`src/rtl/lnm_pkg.sv`:
```
package lnm_pkg;
  localparam int unsigned NLED = 8;

  // load thresholds, percent of full window
  function automatic int unsigned util_pct(input int unsigned k);
    case (k)
      0: return 1;
      1: return 3;
      2: return 5;
      3: return 10;
      4: return 20;
      5: return 40;
      6: return 60;
      default: return 80;
    endcase
  endfunction

  // collision thresholds, percent of active clocks
  function automatic int unsigned col_pct(input int unsigned k);
    case (k)
      0: return 1;
      1: return 2;
      2: return 4;
      3: return 6;
      4: return 8;
      5: return 10;
      6: return 15;
      default: return 20;
    endcase
  endfunction
endpackage

```
`src/rtl/lnm_window.sv`:
```
module lnm_window #(
  parameter int unsigned WIN_CLKS = 25_000_000
) (
  input  logic clk_i,
  input  logic rst_ni,
  output logic win_end_o
);
  localparam int unsigned TW = $clog2(WIN_CLKS);

  logic [TW-1:0] tick_q;

  assign win_end_o = (tick_q == TW'(WIN_CLKS - 1));

  always_ff @(posedge clk_i or negedge rst_ni) begin
    if (!rst_ni)        tick_q <= '0;
    else if (win_end_o) tick_q <= '0;
    else                tick_q <= tick_q + 1'b1;
  end
endmodule

```
`src/rtl/lnm_accum.sv`:
```
module lnm_accum #(
  parameter int unsigned CW = 8
) (
  input  logic          clk_i,
  input  logic          rst_ni,
  input  logic          inc_i,
  input  logic          clr_i,
  output logic [CW-1:0] sum_o
);
  logic [CW-1:0] cnt_q;

  // sum includes the current clock so the final sample is not lost
  assign sum_o = cnt_q + CW'(inc_i);

  always_ff @(posedge clk_i or negedge rst_ni) begin
    if (!rst_ni)    cnt_q <= '0;
    else if (clr_i) cnt_q <= '0;
    else            cnt_q <= sum_o;
  end
endmodule

```
`src/rtl/lnm_thermo.sv`:
```
module lnm_thermo #(
  parameter int unsigned CW      = 8,
  parameter bit          USE_COL = 1'b0
) (
  input  logic [CW-1:0]               num_i,
  input  logic [CW-1:0]               den_i,
  output logic [lnm_pkg::NLED-1:0]    bar_o
);
  localparam int unsigned PW = CW + 8;

  logic den_nz;
  assign den_nz = (den_i != '0);

  for (genvar g = 0; g < int'(lnm_pkg::NLED); g++) begin : g_step
    localparam int unsigned PCT = USE_COL ? lnm_pkg::col_pct(g) : lnm_pkg::util_pct(g);
    logic [PW-1:0] lhs, rhs;
    assign lhs      = PW'(num_i) * PW'(100);
    assign rhs      = PW'(den_i) * PW'(PCT);
    assign bar_o[g] = den_nz && (lhs >= rhs);
  end
endmodule

```
`src/rtl/net_load_meter.sv`:
```
module net_load_meter #(
  parameter int unsigned WIN_CLKS = 25_000_000
) (
  input  logic       clk_i,
  input  logic       rst_ni,
  input  logic       rx_act_i,
  input  logic       col_i,
  input  logic [7:0] link_i,
  input  logic [7:0] part_i,
  input  logic [7:0] iso_i,
  input  logic [2:0] sel_i,
  output logic [7:0] led_o
);
  localparam int unsigned CW = $clog2(WIN_CLKS + 1);

  logic          win_end;
  logic [CW-1:0] act_sum, col_sum;
  logic [7:0]    util_nxt, col_nxt;
  logic [7:0]    util_bar, col_bar;

  lnm_window #(.WIN_CLKS(WIN_CLKS)) i_window (
    .clk_i, .rst_ni, .win_end_o(win_end)
  );

  lnm_accum #(.CW(CW)) i_act_acc (
    .clk_i, .rst_ni, .inc_i(rx_act_i), .clr_i(win_end), .sum_o(act_sum)
  );

  lnm_accum #(.CW(CW)) i_col_acc (
    .clk_i, .rst_ni, .inc_i(rx_act_i & col_i), .clr_i(win_end), .sum_o(col_sum)
  );

  lnm_thermo #(.CW(CW), .USE_COL(1'b0)) i_util_cmp (
    .num_i(act_sum), .den_i(CW'(WIN_CLKS)), .bar_o(util_nxt)
  );

  lnm_thermo #(.CW(CW), .USE_COL(1'b1)) i_col_cmp (
    .num_i(col_sum), .den_i(act_sum), .bar_o(col_nxt)
  );

  always_ff @(posedge clk_i or negedge rst_ni) begin
    if (!rst_ni) begin
      util_bar <= '0;
      col_bar  <= '0;
    end else if (win_end) begin
      util_bar <= util_nxt;
      col_bar  <= col_nxt;
    end
  end

  always_comb begin
    case (sel_i)
      3'd0:    led_o = link_i;
      3'd1:    led_o = part_i;
      3'd2:    led_o = iso_i;
      3'd3:    led_o = util_bar;
      3'd4:    led_o = col_bar;
      default: led_o = '0;
    endcase
  end
endmodule

```
`config.mk`:
```
export PLATFORM = sky130hd
export DESIGN_NAME = net_load_meter
export DESIGN_NICKNAME = d
export VERILOG_FILES = /design/src/rtl/lnm_pkg.sv /design/src/rtl/lnm_window.sv /design/src/rtl/lnm_accum.sv /design/src/rtl/lnm_thermo.sv /design/src/rtl/net_load_meter.sv
export SDC_FILE = /design/constraint.sdc
export NUM_CORES = 1
export LEC_CHECK = 0
export ABC_AREA = 1
export BUFFER_PORTS_ARGS = -buffer_cell sky130_fd_sc_hd__buf_2
export CAP_MARGIN = 5
export CORE_MARGIN = 3
export CORE_UTILIZATION = 45
export CTS_BUF_LIST = sky130_fd_sc_hd__clkbuf_4
export DETAILED_ROUTE_END_ITERATION = 6
export GPL_TIMING_DRIVEN = 0
export SLEW_MARGIN = 20
export SYNTH_ARGS = -nofsm -noshare
export SYNTH_HDL_FRONTEND = slang
export SYNTH_SLANG_ARGS = --single-unit
```
`constraint.sdc`:
```
create_clock -name clk_i -period 5.78 [get_ports clk_i]
set_input_delay 0.289 -clock clk_i [delete_from_list [all_inputs] [get_ports clk_i]]
set_output_delay 0.289 -clock clk_i [all_outputs]
set_load 0.01 [all_outputs]
```
==> results.py <==
metrics = {
    "placed_design": {
        "dpl_worst_slack_ns": -1.64,
        "gp_congestion": 0.925,
        "dp_hpwl_um": 52600,
        "io_buffer_count": 37,
    },
    "grt": {
        "track_usage": 0.256,
        "grt_max_degree": 47,
        "antenna_found_initial": 1,
        "grt_pass1_wl_um": 103000,
        "grt_pass1_vias": 19666,
        "grt_overflow": 0,
    },
    "logic_synthesis": {
        "seq_area_frac_synth": 0.108,
        "ys_warn_count": 0,
        "synth_cells": 3083,
        "synth_top_area_cell": "ha_1",
        "synth-seq-cells": 91,
        "synth_top_cell_area_share": 0.239,
        "synth_area_leaders": "ha_1 (24%), nand2_1 (11%), dfrtp_1 (11%)",
        "ys.flop_type": "dfrtp_1",
        "synth_edf_count": 0,
        "synth.cell_area_um2": 21000,
        "synth.avg_cell_area_um2": 6.81,
        "syn_nets": 3589,
        "yosysUniqueCellTypes": 64,
        "async_reset_ff_frac": 1.00,
    },
    "worst_setup_path": {
        "critical_path_class": "reg2reg",
        "arrival_ns": 6.77,
        "end_kind": "register",
        "cp_slowest_stage_delay_ns": 0.54,
        "cp_num_buf_inv": 9,
        "start_kind": "register",
        "cp_max_fo": 4,
        "critical_path_required_ns": 6.28,
        "cpMaxStageDelayCell": "or4_4",
        "crit_family": "simple AND/OR/NAND/NOR gates",
    },
    "route": {
        "ant_nets": 0,
        "drtPass1Iterations": 5,
        "wl_per_cell_um": 17.5,
        "vias": 21401,
        "drt_iter0_drc": 1497,
        "drc": 0,
        "totalWireLength_um": 68300,
        "vias_per_cell": 5.48,
    },
    "layout": {
        "regArea_um2": 2280,
        "drive_gt1_frac": 0.208,
        "fillers": 4249,
        "final_nets": 3804,
        "final_cell_mix": "nand2_1 (563), inv_1 (473), ha_1 (347), nor2_1 (279), a21oi_1 (186)",
        "area_growth_pct": 23.6,
        "multi_input_area_um2": 19100,
        "final_common_cell": "nand2_1",
    },
    "die": {
        "die_w_um": 222,
        "die_h_um": 222,
        "fp.coreArea_um2": 45800,
        "start_util": 0.459,
        "die_area_um2": 49300,
        "fp-row-count": 78,
        "pin_count": 39,
    },
    "clock_network": {
        "root_buffer": "clkbuf_4",
        "clock-sinks": 91,
        "cts_tree": "yes",
        "clk_latency_ns": 0.56,
        "cts_buffer_depth": 2,
        "cts_max_level": 3,
        "clk_pin_slew_worst_paths_ns": 0.18,
        "numCtsBuffers": 9,
    },
    "timing": {
        "setup_viol": 8,
        "fin_ws_ns": -0.490,
        "finalHoldViolations": 0,
        "max_freq_mhz": 159,
        "skew_ns": 0.0345,
        "fin_crit_ns": 6.27,
        "drv_slew": 0,
        "rsz0062_at_grt": "true",
        "tightest_slew_ns": 1.05,
        "slew_headroom": 0.297,
        "finalCritPeriodShare": 1.08,
    },
    "hold_path": {
        "hold_class": "in2async",
    },
    "run": {
        "drv_cap": 0,
    },
    "run_status": {
        "failed_checks": "setup timing",
        "status": "finished, violations left",
    },
}
sequential cells by signal, summed over array words and instances (netlist names):
register / flops
col_bar: 8
util_bar: 8
i_col_acc.cnt_q: 25
i_window.tick_q: 25
i_act_acc.cnt_q: 25
cell type report:
type                            count  area share
Clock buffer                        9     0.00260
Inverter                          532      0.0786
Timing Repair Buffer              206      0.0614
Buffer                             11     0.00207
Multi-Input combinational cell   2447       0.737
Tap cell                          600      0.0289
Sequential cell                    91      0.0878
Clock inverter                      6     0.00193
Antenna cell                        1   0.0000964
final timing paths:
check	start	to	slack (ns)	depth (start not counted)
min in group clk_i	i_window.tick_q[0]$_DFF_PN0_	i_window.tick_q[0]$_DFF_PN0_	0.47	1
hold reg to reg	i_window.tick_q[0]$_DFF_PN0_	i_window.tick_q[0]$_DFF_PN0_	0.47	1
setup / recovery	i_col_acc.cnt_q[0]$_DFF_PN0_	col_bar[3]$_DFFE_PN0N_	-0.49	42
max in group asynchronous	rst_ni	i_act_acc.cnt_q[9]$_DFF_PN0_	4.94	3
setup reg to reg	i_col_acc.cnt_q[0]$_DFF_PN0_	col_bar[3]$_DFFE_PN0N_	-0.49	42
hold / removal	rst_ni	i_window.tick_q[10]$_DFF_PN0_	0.20	2
synthesized netlist by cell type, drive strengths merged (3+ instances only):
| cell | number |
|---|---|
| inv | 530 |
| a21oi | 221 |
| nor3b | 9 |
| nand3b | 10 |
| xnor2 | 48 |
| nand2 | 678 |
| a31oi | 9 |
| and2 | 3 |
| o211ai | 8 |
| o21ai | 113 |
| a31o | 3 |
| nor4 | 20 |
| fa | 74 |
| a21o | 20 |
| buf | 3 |
| nand4 | 66 |
| a21boi | 5 |
| o21bai | 21 |
| dfrtp | 91 |
| or4 | 3 |
| clkbuf | 10 |
| a221oi | 7 |
| a211oi | 14 |
| xor2 | 122 |
| nor3 | 61 |
| o31ai | 8 |
| or2 | 8 |
| nor2 | 335 |
| o21a | 7 |
| ha | 401 |
| nand3 | 155 |
metal layers:
layer	GRT usage	vias to the layer above	part of all wire
li1	-	10559	-
met1	0.353	10108	0.45
met2	0.420	643	0.46
met3	0.0360	91	0.058
met4	0.0683	0	0.027
met5	0	-	0
metrics by stage:
stage                     TNS (ns)  hold WS, ns  cell area [um2]  utilization  cells
after floorplan            -0.0278     -0.00659            21100            -   3083
after global placement      -22.13        0.448            22000        0.480   3720
after detailed placement    -16.75        0.252            22100        0.483   3725
after CTS                    -2.18        0.176            23400        0.512   3796
after global routing         -3.87        0.202            25900        0.567   3903
final                        -1.12        0.198            25900        0.567   3903
what timing repair did:
action | in CTS | in global routing
endpoints found under the hold margin | 48 | 0
setup buffers | 55 | 112
resized for setup | 155 | 343
pin swaps | 54 | 184
hold buffers | 1 | 0
setup endpoints to repair | 16 | 16
kinds of logic (layout without fill, tap and decap cells):
group	count (synthesis)	count (layout)	synth area share
other cells	0	1	0
simple gates	1351	1351	0.287
compound gates	451	451	0.125
flops	91	91	0.108
fa+ha+maj	475	475	0.309
buf+inv	545	764	0.0981
xor+xnor	170	170	0.0725
Power is left out: the tool's default activity adds up to more than one toggle a clock period on the data nets, which glitch-free logic cannot reach.
